$ cat config.mk
export PLATFORM = sky130hd
export DESIGN_NAME = mct_timer
export DESIGN_NICKNAME = d
export VERILOG_FILES = /design/src/rtl/mct_pkg.sv /design/src/rtl/mct_sync_edge.sv /design/src/rtl/mct_counter.sv /design/src/rtl/mct_match.sv /design/src/rtl/mct_timer.sv
export SDC_FILE = /design/constraint.sdc
export NUM_CORES = 1
export LEC_CHECK = 0
export ABC_CLOCK_PERIOD_IN_PS = 8800
export BUFFER_PORTS_ARGS = -buffer_cell sky130_fd_sc_hd__buf_2
export CAP_MARGIN = 5
export CELL_PAD_IN_SITES_DETAIL_PLACEMENT = 1
export CELL_PAD_IN_SITES_GLOBAL_PLACEMENT = 2
export CORE_MARGIN = 1
export CORE_UTILIZATION = 40
export DETAILED_ROUTE_END_ITERATION = 8
export PLACE_DENSITY = 0.95
export RECOVER_POWER = 50
export SLEW_MARGIN = 20
export SYNTH_ARGS = -nofsm -noshare
export SYNTH_HDL_FRONTEND = slang
export SYNTH_SLANG_ARGS = --single-unit
$ cat constraint.sdc
create_clock -name clk -period 8.8 [get_ports clk]
set_clock_uncertainty 0.15 [all_clocks]
set_input_delay 1.32 -clock clk [delete_from_list [all_inputs] [get_ports clk]]
set_output_delay 1.32 -clock clk [all_outputs]
set_load 0.05 [all_outputs]
$ cat src/rtl/mct_pkg.sv
`timescale 1ns/1ps
// Shared encodings and register offsets for the match-capture timer.
package mct_pkg;

    typedef enum logic [1:0] {
        CM_TIMER = 2'b00,
        CM_RISE  = 2'b01,
        CM_FALL  = 2'b10,
        CM_BOTH  = 2'b11
    } cnt_mode_e;

    typedef enum logic [1:0] {
        MA_NONE   = 2'b00,
        MA_CLEAR  = 2'b01,
        MA_SET    = 2'b10,
        MA_TOGGLE = 2'b11
    } match_act_e;

    localparam logic [7:0] OFS_FLAGS  = 8'h00;
    localparam logic [7:0] OFS_CTRL   = 8'h04;
    localparam logic [7:0] OFS_COUNT  = 8'h08;
    localparam logic [7:0] OFS_PRESC  = 8'h0C;
    localparam logic [7:0] OFS_PCNT   = 8'h10;
    localparam logic [7:0] OFS_MEN    = 8'h14;
    localparam logic [7:0] OFS_MVAL0  = 8'h18;
    localparam logic [7:0] OFS_CAPCTL = 8'h28;
    localparam logic [7:0] OFS_CAPV0  = 8'h2C;
    localparam logic [7:0] OFS_EXTM   = 8'h3C;
    localparam logic [7:0] OFS_CMODE  = 8'h70;

endpackage

$ cat src/rtl/mct_sync_edge.sv
`timescale 1ns/1ps
// Two-flop synchronizer plus edge detector, one lane per input bit.
// Assumes inputs are asynchronous; an edge is reported for one cycle,
// two clocks after the pin changes.
module mct_sync_edge #(
    parameter int unsigned WIDTH = 2
) (
    input  logic             clk,
    input  logic             rst_n,
    input  logic [WIDTH-1:0] pin_i,
    output logic [WIDTH-1:0] rise_o,
    output logic [WIDTH-1:0] fall_o
);
    for (genvar g = 0; g < WIDTH; g++) begin : g_lane
        logic [2:0] sh_q;

        // Shift the pin through two sync stages and one history stage.
        always_ff @(posedge clk) begin
            if (!rst_n) sh_q <= '0;
            else        sh_q <= {sh_q[1:0], pin_i[g]};
        end

        assign rise_o[g] =  sh_q[1] & ~sh_q[2];
        assign fall_o[g] = ~sh_q[1] &  sh_q[2];
    end
endmodule

$ cat src/rtl/mct_counter.sv
`timescale 1ns/1ps
// Count register and prescale counter. Timer mode steps the count when
// the prescale counter reaches the prescale value; edge modes step it on
// the selected synchronized edge. Hold forces both to zero; a bus load
// takes priority over a step and suppresses the step indication.
module mct_counter
    import mct_pkg::*;
#(
    parameter int unsigned CNT_W = 32
) (
    input  logic             clk,
    input  logic             rst_n,
    input  logic             run_i,
    input  logic             hold_i,
    input  cnt_mode_e        mode_i,
    input  logic             ext_rise_i,
    input  logic             ext_fall_i,
    input  logic [CNT_W-1:0] presc_i,
    input  logic             ld_i,
    input  logic [CNT_W-1:0] ld_val_i,
    output logic [CNT_W-1:0] tc_o,
    output logic [CNT_W-1:0] pc_o,
    output logic             inc_o,
    output logic [CNT_W-1:0] tc_inc_o
);
    logic [CNT_W-1:0] tc_q, pc_q;
    logic             ext_ev, presc_done, step;

    // Decide whether the count advances this cycle.
    always_comb begin
        unique case (mode_i)
            CM_RISE: ext_ev = ext_rise_i;
            CM_FALL: ext_ev = ext_fall_i;
            CM_BOTH: ext_ev = ext_rise_i | ext_fall_i;
            default: ext_ev = 1'b0;
        endcase
        presc_done = (pc_q >= presc_i);
        step = run_i & ~hold_i & ((mode_i == CM_TIMER) ? presc_done : ext_ev);
    end

    assign tc_inc_o = tc_q + 1'b1;
    assign inc_o    = step & ~ld_i;
    assign tc_o     = tc_q;
    assign pc_o     = pc_q;

    // Prescale counter: wraps at the prescale value, timer mode only.
    always_ff @(posedge clk) begin
        if (!rst_n || hold_i)                  pc_q <= '0;
        else if (mode_i != CM_TIMER)           pc_q <= '0;
        else if (run_i)                        pc_q <= presc_done ? '0 : pc_q + 1'b1;
    end

    // Count register: hold, then bus load, then step.
    always_ff @(posedge clk) begin
        if (!rst_n || hold_i) tc_q <= '0;
        else if (ld_i)        tc_q <= ld_val_i;
        else if (step)        tc_q <= tc_inc_o;
    end
endmodule

$ cat src/rtl/mct_match.sv
`timescale 1ns/1ps
// Match comparators and the external-match register. A channel hits when
// the count steps onto its match value. The register holds pin states in
// bits N-1:0 and a 2-bit action per channel above them; a bus write is
// applied first and hit actions on top of it in the same cycle.
module mct_match
    import mct_pkg::*;
#(
    parameter int unsigned N_MATCH = 4,
    parameter int unsigned CNT_W   = 32,
    localparam int unsigned EXT_W  = 3 * N_MATCH
) (
    input  logic                            clk,
    input  logic                            rst_n,
    input  logic                            inc_i,
    input  logic [CNT_W-1:0]                tc_inc_i,
    input  logic [N_MATCH-1:0][CNT_W-1:0]   mval_i,
    input  logic                            ext_wr_i,
    input  logic [EXT_W-1:0]                ext_wdata_i,
    output logic [N_MATCH-1:0]              hit_o,
    output logic [EXT_W-1:0]                ext_q_o
);
    logic [EXT_W-1:0] ext_q, ext_d;

    for (genvar g = 0; g < N_MATCH; g++) begin : g_cmp
        assign hit_o[g] = inc_i & (tc_inc_i == mval_i[g]);
    end

    // Merge the bus write with the actions of channels that hit.
    always_comb begin
        ext_d = ext_wr_i ? ext_wdata_i : ext_q;
        for (int i = 0; i < N_MATCH; i++) begin
            if (hit_o[i]) begin
                unique case (match_act_e'(ext_d[N_MATCH + 2*i +: 2]))
                    MA_CLEAR:  ext_d[i] = 1'b0;
                    MA_SET:    ext_d[i] = 1'b1;
                    MA_TOGGLE: ext_d[i] = ~ext_d[i];
                    default:   ext_d[i] = ext_d[i];
                endcase
            end
        end
    end

    // External-match register.
    always_ff @(posedge clk) begin
        if (!rst_n) ext_q <= '0;
        else        ext_q <= ext_d;
    end

    assign ext_q_o = ext_q;
endmodule

$ cat src/rtl/mct_timer.sv
`timescale 1ns/1ps
// Match-capture timer top: register file, flags, DMA requests and capture
// registers around the counter, match and synchronizer blocks.
// Assumes CNT_W <= 32, N_MATCH <= 4, N_CAP <= 4 and N_CNT_IN <= 4 so the
// fixed register layout holds; accesses with bus_addr[1:0] != 0 are ignored.
module mct_timer
    import mct_pkg::*;
#(
    parameter int unsigned CNT_W    = 32,
    parameter int unsigned N_MATCH  = 4,
    parameter int unsigned N_CAP    = 2,
    parameter int unsigned N_CNT_IN = 4,
    parameter int unsigned ADDR_W   = 8
) (
    input  logic                clk,
    input  logic                rst_n,
    input  logic                bus_sel,
    input  logic                bus_wr,
    input  logic [ADDR_W-1:0]   bus_addr,
    input  logic [31:0]         bus_wdata,
    output logic [31:0]         bus_rdata,
    input  logic [N_CNT_IN-1:0] cnt_in,
    input  logic [N_CAP-1:0]    cap_in,
    output logic [N_MATCH-1:0]  match_out,
    output logic [N_MATCH-1:0]  dma_req,
    output logic                irq
);
    localparam int unsigned FLAG_W = N_MATCH + N_CAP;
    localparam int unsigned EXT_W  = 3 * N_MATCH;
    localparam int unsigned CCR_W  = 4 * N_CAP;

    logic [1:0]                      tcr_q;
    logic [CNT_W-1:0]                presc_q;
    logic [N_MATCH-1:0]              men_q;
    logic [N_MATCH-1:0][CNT_W-1:0]   mval_q;
    logic [CCR_W-1:0]                capctl_q;
    logic [N_CAP-1:0][CNT_W-1:0]     capv_q;
    logic [3:0]                      cmode_q;
    logic [FLAG_W-1:0]               flag_q;
    logic [N_MATCH-1:0]              dma_q;

    logic [N_CNT_IN-1:0] cin_rise, cin_fall;
    logic [N_CAP-1:0]    cap_rise, cap_fall, cap_ev, cap_set;
    logic                sel_rise, sel_fall;
    logic [CNT_W-1:0]    tc_w, pc_w, tc_inc_w;
    logic                inc_w;
    logic [N_MATCH-1:0]  match_hit;
    logic [EXT_W-1:0]    ext_w;
    logic                word_ok, wr_en;
    logic [FLAG_W-1:0]   flag_clr;

    function automatic logic at(input logic [ADDR_W-1:0] a, input logic [7:0] ofs);
        return a == ADDR_W'(ofs);
    endfunction

    assign word_ok = (bus_addr[1:0] == 2'b00);
    assign wr_en   = bus_sel & bus_wr & word_ok;

    mct_sync_edge #(.WIDTH(N_CNT_IN)) u_cin_sync (
        .clk(clk), .rst_n(rst_n), .pin_i(cnt_in), .rise_o(cin_rise), .fall_o(cin_fall)
    );

    mct_sync_edge #(.WIDTH(N_CAP)) u_cap_sync (
        .clk(clk), .rst_n(rst_n), .pin_i(cap_in), .rise_o(cap_rise), .fall_o(cap_fall)
    );

    // Pick the edges of the count input chosen by count-control bits 3:2.
    always_comb begin
        sel_rise = 1'b0;
        sel_fall = 1'b0;
        for (int k = 0; k < N_CNT_IN; k++) begin
            if (cmode_q[3:2] == 2'(k)) begin
                sel_rise = cin_rise[k];
                sel_fall = cin_fall[k];
            end
        end
    end

    mct_counter #(.CNT_W(CNT_W)) u_counter (
        .clk(clk), .rst_n(rst_n),
        .run_i(tcr_q[0]), .hold_i(tcr_q[1]),
        .mode_i(cnt_mode_e'(cmode_q[1:0])),
        .ext_rise_i(sel_rise), .ext_fall_i(sel_fall),
        .presc_i(presc_q),
        .ld_i(wr_en && at(bus_addr, OFS_COUNT)),
        .ld_val_i(bus_wdata[CNT_W-1:0]),
        .tc_o(tc_w), .pc_o(pc_w), .inc_o(inc_w), .tc_inc_o(tc_inc_w)
    );

    mct_match #(.N_MATCH(N_MATCH), .CNT_W(CNT_W)) u_match (
        .clk(clk), .rst_n(rst_n),
        .inc_i(inc_w), .tc_inc_i(tc_inc_w), .mval_i(mval_q),
        .ext_wr_i(wr_en && at(bus_addr, OFS_EXTM)),
        .ext_wdata_i(bus_wdata[EXT_W-1:0]),
        .hit_o(match_hit), .ext_q_o(ext_w)
    );

    // Control registers written from the bus.
    always_ff @(posedge clk) begin
        if (!rst_n) begin
            tcr_q    <= '0;
            presc_q  <= '0;
            men_q    <= '0;
            capctl_q <= '0;
            cmode_q  <= '0;
        end else if (wr_en) begin
            if (at(bus_addr, OFS_CTRL))   tcr_q    <= bus_wdata[1:0];
            if (at(bus_addr, OFS_PRESC))  presc_q  <= bus_wdata[CNT_W-1:0];
            if (at(bus_addr, OFS_MEN))    men_q    <= bus_wdata[N_MATCH-1:0];
            if (at(bus_addr, OFS_CAPCTL)) capctl_q <= bus_wdata[CCR_W-1:0];
            if (at(bus_addr, OFS_CMODE))  cmode_q  <= bus_wdata[3:0];
        end
    end

    for (genvar g = 0; g < N_MATCH; g++) begin : g_mval
        // Match value register for channel g.
        always_ff @(posedge clk) begin
            if (!rst_n) mval_q[g] <= '0;
            else if (wr_en && at(bus_addr, OFS_MVAL0 + 8'(4*g))) mval_q[g] <= bus_wdata[CNT_W-1:0];
        end
    end

    for (genvar c = 0; c < N_CAP; c++) begin : g_cap
        assign cap_ev[c]  = capctl_q[4*c] &
                            ((capctl_q[4*c+1] & cap_rise[c]) | (capctl_q[4*c+2] & cap_fall[c]));
        assign cap_set[c] = cap_ev[c] & capctl_q[4*c+3];

        // Capture register c: loads the count on an event, read-only.
        always_ff @(posedge clk) begin
            if (!rst_n)      capv_q[c] <= '0;
            else if (cap_ev[c]) capv_q[c] <= tc_w;
        end
    end

    assign flag_clr = (wr_en && at(bus_addr, OFS_FLAGS)) ? bus_wdata[FLAG_W-1:0] : '0;

    // Interrupt flags and DMA requests: new events win over clears.
    always_ff @(posedge clk) begin
        if (!rst_n) begin
            flag_q <= '0;
            dma_q  <= '0;
        end else begin
            flag_q <= (flag_q & ~flag_clr) | {cap_set, match_hit & men_q};
            dma_q  <= (dma_q & ~flag_clr[N_MATCH-1:0]) | match_hit;
        end
    end

    // Read multiplexer.
    always_comb begin
        bus_rdata = '0;
        if (word_ok) begin
            if (at(bus_addr, OFS_FLAGS))  bus_rdata = 32'(flag_q);
            if (at(bus_addr, OFS_CTRL))   bus_rdata = 32'(tcr_q);
            if (at(bus_addr, OFS_COUNT))  bus_rdata = 32'(tc_w);
            if (at(bus_addr, OFS_PRESC))  bus_rdata = 32'(presc_q);
            if (at(bus_addr, OFS_PCNT))   bus_rdata = 32'(pc_w);
            if (at(bus_addr, OFS_MEN))    bus_rdata = 32'(men_q);
            if (at(bus_addr, OFS_CAPCTL)) bus_rdata = 32'(capctl_q);
            if (at(bus_addr, OFS_EXTM))   bus_rdata = 32'(ext_w);
            if (at(bus_addr, OFS_CMODE))  bus_rdata = 32'(cmode_q);
            for (int i = 0; i < N_MATCH; i++)
                if (at(bus_addr, OFS_MVAL0 + 8'(4*i))) bus_rdata = 32'(mval_q[i]);
            for (int i = 0; i < N_CAP; i++)
                if (at(bus_addr, OFS_CAPV0 + 8'(4*i))) bus_rdata = 32'(capv_q[i]);
        end
    end

    assign match_out = ext_w[N_MATCH-1:0];
    assign dma_req   = dma_q;
    assign irq       = |flag_q;
endmodule

==> impl_metrics.toml <==
[power_and_ir_drop]
switching_share = 0.236
pwr-share-seq = 0.449
p_sw_uw = 826
ir_drop_mv = 0.129
power_per_cell_area_mw_per_mm2 = 149
pwr-share-comb = 0.032
clkPwrFrac = 0.518
p_int_mw = 2.67
total_power_mw = 3.50
p_leak_nw = 7.93

[detailed_routing]
vias_per_cell = 6.55
vias = 22412
firstDrtPassIters = 6
drc = 0
finalWirelength_um = 101000
drt_iter0_drc = 3034
ant_nets = 0
routedWlPerCell_um = 29.4

[synthesis]
syn-num-nets = 2825
synthCells = 2741
synth.ff_latch_count = 346
ys_seq_area_frac = 0.329
syn_area_mm2 = 0.0211
synth_edf_count = 0
ys.flop_type = "dfxtp_1"
synth.avg_cell_area_um2 = 7.69
async_flop_share = 0
yosysWarnings = 0
post_synth_num_cell_types = 88

[worst_hold_path]
min_to = "u_cap_sync.g_lane[0].sh_q[1]"
holdPathStages = 1
min_from = "u_cap_sync.g_lane[0].sh_q[0]"
hp-class = "register to register"

[clocking]
cts_buffers = 40
cts_setup_buffers = 0
root_buffer = "clkbuf_16"
clockBufferDepth = 3
cts_resized = 0
tritoncts = "built"
ctsHtreeMaxLevel = 2
path_clk_slew_ns = 0.06
cts_sinks = 346
cts_hold_buffers = 0
insertion_delay_ns = 0.58

[timing]
tns_ns = 0
slew_headroom = -1.22
hold_violations = 0
min_period_ns = 6.19
setup_violations = 0
worst_slack_ns = 2.61
maxSlewViolCount = 186
post-route-period-util = 0.703
fmax_ghz = 0.162
rsz0062_at_grt = "no"
tightestPinTransition_ns = 3.32

[placement]
port_buffers = 90
pre_cts_slack_ns = 2.84
place.gp.congestion = 0.993
hpwlAfterDp_um = 73100

[floorplanning]
fp-row-count = 83
die_h_um = 232
dieWidth_um = 232
dieArea_mm2 = 0.0536
core_mm2 = 0.0517
start_util = 0.407
io_pins = 91

[worst_setup_path]
cp.required_ns = 9.13
regToRegStartpoint = "u_counter.tc_o[9]"
crit_slowest_cell = "clkbuf_1"
reg2reg_slack_ns = 3.12
path_cells = "clkbuf_1 > buf_4 > clkbuf_2 > a21boi_0"
max_stage_delay_ns = 2.28
cp-end-kind = "register"
critPathMaxFanout = 103
startpoint_type = "input pin"
crit_arrival_ns = 6.52
path_buf_inv = 3
rr_endpoint = "u_match.ext_q_o[3]"
ff2ff_path_depth = 9
critical_path_class = "input pin to register"
path_delay_family = "buffers and inverters"

[cells_and_area]
layout-drive-gt1-share = 0.0920
final_nets = 2792
area_growth_pct = 11.0
fill_cells = 6394

[global_routing]
antenna_found_initial = 3
grt.total_usage = 0.370
grt.overflow.total = 0
grt_pass1_wl_um = 147000
grt_max_degree = 104
grt_pass1_vias = 21804

[run_status]
status = "complete, but fails checks"
violations = "max-capacitance violations, max-slew violations"

[job]
maxCapViolCount = 2
worst max-delay path by stage:
stage                            from            to  slack (ns)  depth (start not counted)
after floorplan           bus_addr[2]  bus_rdata[0]        3.15                          9
after global placement    bus_addr[7]  bus_rdata[0]        2.94                         10
after detailed placement  bus_addr[2]  bus_rdata[0]        2.84                          9
after CTS                 bus_addr[2]  bus_rdata[0]        2.84                          9
after global routing            rst_n    mval_q[89]        2.35                          4
final                           rst_n   mval_q[125]        2.61                          4
worst register-to-register path: cells and delay by family (launching register included):
| kind | cells | cell delay [ns] |
|---|---|---|
| flip-flops | 1 | 0.93 |
| AO/OA/AOI/OAI | 3 | 0.66 |
| XOR/XNOR | 1 | 0.59 |
| AND/OR/NAND/NOR | 5 | 3.23 |
stage by stage:
| stage | utilization | instances | hold WS, ns | cell area [µm²] |
|---|---|---|---|---|
| floorplan | - | 2741 | 0.262 | 21100 |
| global placement | 0.425 | 3346 | 0.263 | 22000 |
| global route | 0.452 | 3420 | 0.302 | 23400 |
| CTS | 0.453 | 3420 | 0.287 | 23400 |
| detailed placement | 0.425 | 3346 | 0.273 | 22000 |
| finish | 0.452 | 3422 | 0.285 | 23400 |
cell usage after synthesis (18+ instances only):
library cell  count  area, µm²
a31oi_1          26        163
or4_1            18        135
mux2i_1          24        240
a21boi_0        244       1830
clkbuf_1        181        679
a21oi_1          54        270
and3_1           30        188
buf_1            22       82.6
inv_1            61        229
nand4_1          56        350
a22oi_1          58        435
a222oi_1         21        210
xnor2_1         101        885
and2_1           35        219
nor4_1           30        188
nor3_1           38        190
a22o_1           19        166
dfxtp_1         346       6930
nand2b_1         22        138
ha_1             34        425
a221oi_1         31        272
nor2b_1          30        188
o21ai_0          90        450
nand3_1         109        546
xor2_1           77        674
nand2_1         630       2360
nor2_1          109        409
metal layers:
layer  global-route usage  vias up  wire [µm]  share of wire
met3               0.0869      262      11800           0.12
met5                    0        -          8       0.000080
li1                     -     9642          -              -
met2                0.540     1321      41700           0.42
met4                0.165        2       4900          0.049
met1                0.512    11185      42100           0.42
registers in the layout, summed over array words and instances, names as in the netlist:
register	count
cmode_q	4
u_counter.tc_o	32
men_q	4
u_cin_sync.g_lane.sh_q	12
tcr_q	2
dma_req	4
capctl_q	8
u_cap_sync.g_lane.sh_q	6
capv_q	64
presc_q	32
mval_q	128
u_counter.pc_o	32
u_match.ext_q_o	12
flag_q	6
placed cells by master (no fill, tap or decap), drive strengths merged, types with 37 or more instances in the layout:
master,instances
inv,65
a21oi,54
buf,136
o21ai,91
nor2,109
clkbuf,65
nand4,58
and2,37
xor2,77
nand2,631
dfxtp,346
xnor2,101
nor3,39
a22oi,58
nand3,109
a21boi,244
cell families (layout without fill, tap and decap cells):
group,Yosys count,count (layout),synth area share
AND/OR/NAND/NOR,1178,1178,0.262
AO/OA/AOI/OAI,679,679,0.235
flip-flops,346,346,0.329
buffers and inverters,285,284,0.0530
XOR/XNOR,190,190,0.0869
adder cells (fa/ha/maj),34,34,0.0202
multiplexers,29,29,0.0141
other,0,2,0
final cells by class:
cell class / instances / area, µm² / share of cell area
Multi-Input combinational cell: 2110 / 13100 / 0.560
Clock inverter: 20 / 220 / 0.00941
Timing Repair Buffer: 147 / 863 / 0.0369
Sequential cell: 346 / 6930 / 0.296
Inverter: 63 / 236 / 0.0101
Tap cell: 680 / 851 / 0.0364
Antenna cell: 2 / 5.00 / 0.000214
Clock buffer: 54 / 1180 / 0.0507
power by group through the flow:
stage / Sequential, mW / Clock [mW] / Combinational, mW
6_report: 1.57 / 1.81 / 0.113
5_1_grt: 1.57 / 1.89 / 0.116
4_1_cts: 1.57 / 1.82 / 0.106
3_5_place_dp: 1.61 / 0 / 0.106
3_3_place_gp: 1.61 / 0 / 0.104
2_1_floorplan: 1.61 / 0 / 0.0525
(Power assumes the default switching activity.)
